[src/rtl/e1_cas_sig_inserter.sv]
`timescale 1ns/1ps
module e1_cas_sig_inserter #(
  parameter int SLOT_BITS       = 8,
  parameter int SLOTS_PER_FRAME = 32,
  parameter int FRAMES_PER_MF   = 16,
  parameter int SIG_SLOT        = 16,
  parameter int NIB             = 4
) (
  input  logic           clk_i,
  input  logic           rst_ni,
  input  logic           ser_i,
  input  logic           sig_i,
  input  logic           mf_sync_i,
  input  logic           sig_src_sel_i,
  input  logic           ccs_mode_i,
  input  logic [NIB-1:0] xa_bits_i,
  output logic           ser_o
);
  localparam int BW        = $clog2(SLOT_BITS);
  localparam int TW        = $clog2(SLOTS_PER_FRAME);
  localparam int FW        = $clog2(FRAMES_PER_MF);
  localparam int LO_OFS    = SIG_SLOT + 1;
  localparam int CAP_START = SLOT_BITS - NIB;

  logic          sync_d_q, sync_rise;
  logic [BW-1:0] bit_q, bit_c;
  logic [TW-1:0] ts_q, ts_c;
  logic [FW-1:0] fr_q, fr_c;
  logic          last_bit, last_ts, last_fr;
  logic          sig_s_q;
  logic [NIB-1:0] hi_q, lo_q, hi_nx, lo_nx;
  logic          in_cap, cap_hi, cap_lo, commit, fr15;
  logic [SLOT_BITS-1:0] slot_q [FRAMES_PER_MF];
  logic [SLOT_BITS-1:0] tx_byte;
  logic          ins_bit, use_ins, ser_q;

  assign sync_rise = mf_sync_i & ~sync_d_q;
  assign bit_c     = sync_rise ? '0 : bit_q;
  assign ts_c      = sync_rise ? '0 : ts_q;
  assign fr_c      = sync_rise ? '0 : fr_q;
  assign last_bit  = bit_c == BW'(SLOT_BITS - 1);
  assign last_ts   = ts_c == TW'(SLOTS_PER_FRAME - 1);
  assign last_fr   = fr_c == FW'(FRAMES_PER_MF - 1);

  always_ff @(posedge clk_i or negedge rst_ni) begin
    if (!rst_ni) begin
      sync_d_q <= 1'b0;
      bit_q    <= '0;
      ts_q     <= '0;
      fr_q     <= '0;
    end else begin
      sync_d_q <= mf_sync_i;
      bit_q    <= last_bit ? '0 : bit_c + 1'b1;
      if (last_bit) begin
        ts_q <= last_ts ? '0 : ts_c + 1'b1;
        if (last_ts) fr_q <= last_fr ? '0 : fr_c + 1'b1;
        else         fr_q <= fr_c;
      end else begin
        ts_q <= ts_c;
        fr_q <= fr_c;
      end
    end
  end

  always_ff @(negedge clk_i or negedge rst_ni) begin
    if (!rst_ni) sig_s_q <= 1'b1;
    else         sig_s_q <= sig_i;
  end

  assign fr15   = last_fr;
  assign in_cap = (bit_c >= BW'(CAP_START)) && (fr_c != '0);
  assign cap_hi = in_cap && (int'(ts_c) == int'(fr_c));
  assign cap_lo = in_cap && (int'(ts_c) == int'(fr_c) + LO_OFS);
  assign hi_nx  = cap_hi ? {hi_q[NIB-2:0], sig_s_q} : hi_q;
  assign lo_nx  = cap_lo ? {lo_q[NIB-2:0], sig_s_q} : lo_q;
  assign commit = last_bit && last_ts && (fr_c != '0);

  always_ff @(posedge clk_i or negedge rst_ni) begin
    if (!rst_ni) begin
      hi_q <= '1;
      lo_q <= '1;
      for (int i = 0; i < FRAMES_PER_MF; i++) slot_q[i] <= '1;
    end else begin
      hi_q <= hi_nx;
      lo_q <= lo_nx;
      if (commit) slot_q[fr_c] <= {hi_nx, fr15 ? {NIB{1'b1}} : lo_nx};
    end
  end

  assign tx_byte = (fr_c == '0) ? {{NIB{1'b0}}, xa_bits_i} : slot_q[fr_c];
  assign ins_bit = tx_byte[BW'(SLOT_BITS - 1) - bit_c];
  assign use_ins = (ts_c == TW'(SIG_SLOT)) && !ccs_mode_i &&
                   ((fr_c == '0) || sig_src_sel_i);

  always_ff @(posedge clk_i or negedge rst_ni) begin
    if (!rst_ni) ser_q <= 1'b1;
    else         ser_q <= use_ins ? ins_bit : ser_i;
  end
  assign ser_o = ser_q;

  p_copy_outside_r2: assert property (@(posedge clk_i) disable iff (!rst_ni)
    (ts_c != TW'(SIG_SLOT)) |=> (ser_o == $past(ser_i)));

  p_ccs_copy_r10: assert property (@(posedge clk_i) disable iff (!rst_ni)
    ccs_mode_i |=> (ser_o == $past(ser_i)));

  p_pass_sel_r9: assert property (@(posedge clk_i) disable iff (!rst_ni)
    (!sig_src_sel_i && (fr_c != '0)) |=> (ser_o == $past(ser_i)));

  p_mfas_zero_r4: assert property (@(posedge clk_i) disable iff (!rst_ni)
    (!ccs_mode_i && ts_c == TW'(SIG_SLOT) && fr_c == '0 && bit_c < BW'(NIB))
    |=> !ser_o);

  p_sync_align_r3: assert property (@(posedge clk_i) disable iff (!rst_ni)
    $rose(mf_sync_i) |=> (bit_q == BW'(1) && ts_q == '0 && fr_q == '0));
endmodule

[config.mk]
export PLATFORM = sky130hd
export DESIGN_NAME = e1_cas_sig_inserter
export DESIGN_NICKNAME = d
export VERILOG_FILES = /design/src/rtl/e1_cas_sig_inserter.sv
export SDC_FILE = /design/constraint.sdc
export NUM_CORES = 1
export LEC_CHECK = 0
export BUFFER_PORTS_ARGS = -buffer_cell sky130_fd_sc_hd__buf_2
export CAP_MARGIN = 5
export CORE_ASPECT_RATIO = 1.1
export CORE_MARGIN = 2
export CORE_UTILIZATION = 50
export CTS_BUF_LIST = sky130_fd_sc_hd__clkbuf_8
export DETAILED_ROUTE_END_ITERATION = 8
export HOLD_SLACK_MARGIN = 0.08
export PLACE_DENSITY = 0.66
export SETUP_SLACK_MARGIN = 0.4
export SKIP_CTS_REPAIR_TIMING = 1
export SYNTH_ARGS = -nofsm -noshare
export SYNTH_HDL_FRONTEND = slang
export SYNTH_SLANG_ARGS = --single-unit
export TNS_END_PERCENT = 1
[constraint.sdc]
create_clock -name clk_i -period 3.62 [get_ports clk_i]
set_input_delay 0.362 -clock clk_i [delete_from_list [all_inputs] [get_ports clk_i]]
set_output_delay 0.362 -clock clk_i [all_outputs]
set_load 0.01 [all_outputs]
---- Word-level counts from Yosys, hierarchy flattened ----
Cells that the tools add are included.
storage, ports and cells
  input bits .............................. 11
  register bits ........................... 151
  output and inout bits ................... 1
operators by class
  add/sub/neg operators ................... 5
  bitwise gates (word level) .............. 3
  muxes and demuxes ....................... 22
  reduce and logical (&&, ||, !) cells .... 12
  eq/ne operators ......................... 6
  order comparisons ....................... 4
operators with widths
  cell                                                        count
  bitwise mux 128 bit                                         1
  binary-select mux 8 bit (select 4 bit)                      1
  demux 8 bit (select 4 bit)                                  1
  2-to-1 mux 8 bit                                            4
  2-to-1 mux 4 bit                                            7
  2-to-1 mux 5 bit                                            3
  equality test 5 bit, second input constant                  2
  logical AND 1 bit                                           8
  adder 4 x 5 -> 6 bit, second input constant                 1
  equality test 5 x 6 -> 1 bit                                1
  2-to-1 mux 3 bit                                            2
  adder 5 x 1 -> 5 bit, second input constant                 1
  equality test 5 bit                                         1
  >= comparator 5 bit, second input constant                  1
  less-than comparator 5 x 1 -> 1 bit, second input constant  1
  NOT 4 -> 5 bit                                              1
  adder 4 x 1 -> 4 bit, second input constant                 1
  equality test 4 bit, second input constant                  1
  zero test 4 bit                                             1
  less-than comparator 3 x 4 -> 1 bit, second input constant  1
  nonzero test 4 bit                                          1
  adder 3 x 1 -> 3 bit, second input constant                 1
  binary-select mux 1 bit (select 3 bit)                      1
  equality test 3 bit, second input constant                  1
  7 further kinds                                             8

---- Longest topological paths before layout ----
  word-level depth ........................ 11
  depth in mapped cells ................... 18
  mapped depth without buffers ............ 12

==> flow_summary.ini <==
[drt]
routed-via-count = 5348
antenna_left = 0
drtIter0Drc = 513
wl_per_cell_um = 18.2
drc = 0
vias_per_cell = 5.65
totalWireLength_um = 17200
first_pass_iters = 6

[clock_tree]
clock-sinks = 147
cts_buffers = 17
cts-root-buf = clkbuf_8
clkTransAtPathRegs_ns = 0.08
cts_tree = done
clockBufferDepth = 2
clk_latency_ns = 0.47
htree_levels = 4

[setup_path]
crit_chain = mux2i_1 > buf_4 > o21ai_0
reg2reg_depth = 3
slowest_delay_ns = 0.52
cp-end-kind = flop
r2r-start = sig_s_q
critPathKind = flop to flop
worstPathArrival_ns = 3.55
crit_required_ns = 3.99
reg2reg_slack_ns = 0.45
start_kind = flop
path_max_fanout = 9
path_buf_inv = 1
cp.depth = 3
crit_slowest_cell = mux2i_1
critPathCapture = slot_q[52]
crit_start = sig_s_q
crit_family = multiplexers
r2r_end = slot_q[52]

[placement]
routabilityCongestion = 0.894
place_area_mm2 = 0.00741
hpwlAfterDp_um = 11900
io_buffers = 11

[synthesis]
synth_warnings = 0
netlist.area_leader.share_pct = 49.8
netlist_instances = 722
async_reset_ff_share_pct = 100
synth-edff-count = 0
yosys_most_used_dff = dfstp_2
syn_nets = 738
synth_largest_area_cell = dfstp_2
ys_seq_area_share_pct = 54.4
synth_area_leaders = dfstp_2 50%, nor2_1 7.0%, a21oi_1 6.9%, dfrtp_1 4.6%, o21ai_0 3.8%
avgSynthCellArea_um2 = 9.79
synthesis.area_mm2 = 0.00707
synth-seq-cells = 147
post_synth_num_cell_types = 47

[timing]
slew_headroom_pct = 34.7
tns_ns = 0
tightest_slew_ns = 0.980
hold_viol_final = 0
drv_slew = 0
setup_violations = 0
fin_skew_ns = 0.0204
rsz0062_at_grt = yes

[die]
coreArea_mm2 = 0.0138
die_x_um = 117
dieArea_mm2 = 0.0151
rows = 45
initial_core_util_pct = 51.3
dieHeight_um = 129
boundaryPins = 12

[grt]
gr-total-overflow = 0
grt_first_pass_wirelength_um = 28700
grt_pass1_vias = 5488
grt_antenna_before_repair = 0
grt.total_usage_pct = 24.6
grt_max_degree = 79

[run]
max-cap-violations = 0

[layout]
layout.nets = 761
fillers = 1211
fin_util_pct = 57.6
area_growth_syn_to_layout_pct = 12.4
drive_gt1_share_pct = 31.7
design_area_mm2 = 0.00794
antenna_cells = 0

[pwr]
totalPowerFinal_mw = 3.45
power_density_mw_per_mm2 = 435
ir_worst_vdd_mv = 0.227
p_leak_nw = 3.14

[worst_hold_path]
hold_class = input pin to flop

[run_status]
status = complete, no violations
[stage by stage]
stage	hold slack, ns	setup slack (ns)	cells
2_1_floorplan	0.0664	0.461	722
3_3_place_gp	0.357	0.310	911
3_5_place_dp	0.357	0.214	911
4_1_cts	-0.0529	0.223	943
5_1_grt	0.344	0.241	946
6_report	0.314	0.448	946
[area by class of cell]
type / count / area (um^2) / share of cell area (%)
flip-flops and latches: 147 / 3850 / 48.4
repair buffers: 49 / 352 / 4.43
well taps: 188 / 235 / 2.96
clock buffers: 22 / 303 / 3.81
inverters: 19 / 71.3 / 0.898
clock inverters: 11 / 205 / 2.58
multi-input cells: 510 / 2930 / 36.9
[synthesized netlist by cell type, types with 5 or more instances]
cell type / instances
o21ai_0: 54
dfrtp_1: 13
xor2_1: 7
nand3_1: 10
dfstp_2: 134
o221ai_1: 5
o22ai_1: 6
nor2_1: 131
ha_1: 5
a211oi_1: 7
buf_2: 21
a21oi_1: 97
nand2b_1: 15
mux2i_1: 17
a31oi_1: 5
buf_4: 8
mux2_2: 12
clkbuf_1: 14
nand2_1: 71
inv_1: 19
and3_1: 5
nor4_1: 6
mux4_2: 11
[layout by cell type, fill, tap and decap left out, drive strengths merged, types with 2 or more instances in the layout]
| master | netlist | final |
|---|---|---|
| a31oi | 5 | 5 |
| dfstp | 134 | 134 |
| o211ai | 4 | 4 |
| clkbuf | 14 | 22 |
| bufinv | 0 | 6 |
| ha | 5 | 5 |
| dfrtp | 13 | 13 |
| o311ai | 3 | 3 |
| nor2 | 131 | 131 |
| xnor2 | 2 | 2 |
| o2111ai | 2 | 2 |
| mux4 | 11 | 11 |
| buf | 31 | 47 |
| nor4 | 7 | 7 |
| a211oi | 7 | 7 |
| o21ai | 55 | 55 |
| or3 | 3 | 3 |
| and2 | 2 | 2 |
| a32oi | 2 | 2 |
| mux2 | 12 | 12 |
| nand2b | 15 | 15 |
| o221ai | 5 | 5 |
| o22ai | 6 | 6 |
| nand4 | 3 | 3 |
| inv | 19 | 21 |
| nand3 | 10 | 10 |
| dlygate4sd3 | 0 | 2 |
| clkinv | 1 | 3 |
| xor2 | 7 | 7 |
| a22oi | 3 | 3 |
| and3 | 5 | 5 |
| mux2i | 17 | 17 |
| o21a | 2 | 2 |
| nor2b | 4 | 4 |
| nor3 | 4 | 4 |
| a21oi | 97 | 97 |
| nand2 | 71 | 71 |
| a22o | 3 | 3 |
[flip-flops by register name (all words and copies together), names as in the netlist]
name and flops:
lo_q 4, slot_q 124, sig_s_q 1, hi_q 4, sync_d_q 1, bit_q 3, fr_q 4, ts_q 5
ser_o 1
[per-layer routing]
metal,global-route usage [%],wire length [um]
met3,5.45,1010
met1,33.0,7630
met2,39.4,8110
met4,9.71,438
met5,0,0
[kinds of logic after synthesis]
| family | synth area share, % |
|---|---|
| AND/OR/NAND/NOR | 15.7 |
| AO/OA/AOI/OAI | 15.8 |
| multiplexers | 7.82 |
| XOR/XNOR | 1.11 |
| buffers and inverters | 4.25 |
| adder cells (fa/ha/maj) | 0.885 |
| flip-flops | 54.4 |
[worst min-delay path: cells and delay by family]
kind,cells,cell delay (ns)
buf+inv,1,0.10
simple gates,1,0.05
compound gates,2,0.23
[worst min path at each step]
stage | start | to | slack, ns | depth (start not counted)
after global routing | ser_i | ser_o | 0.34 | 4
final | ser_i | ser_o | 0.31 | 4
after detailed placement | slot_q[124] | slot_q[124] | 0.36 | 0
after CTS | rst_ni | slot_q[116] | -0.05 | 1
after global placement | slot_q[124] | slot_q[124] | 0.36 | 0
after floorplan | rst_ni | bit_q[0] | 0.07 | 0
[report_power, final]
group          total [mW]  internal, mW  switching (mW)
Combinational       0.174        0.0553           0.119
Sequential           1.69          1.67          0.0158
Clock                1.59         0.980           0.611
(Power assumes the default switching activity.)
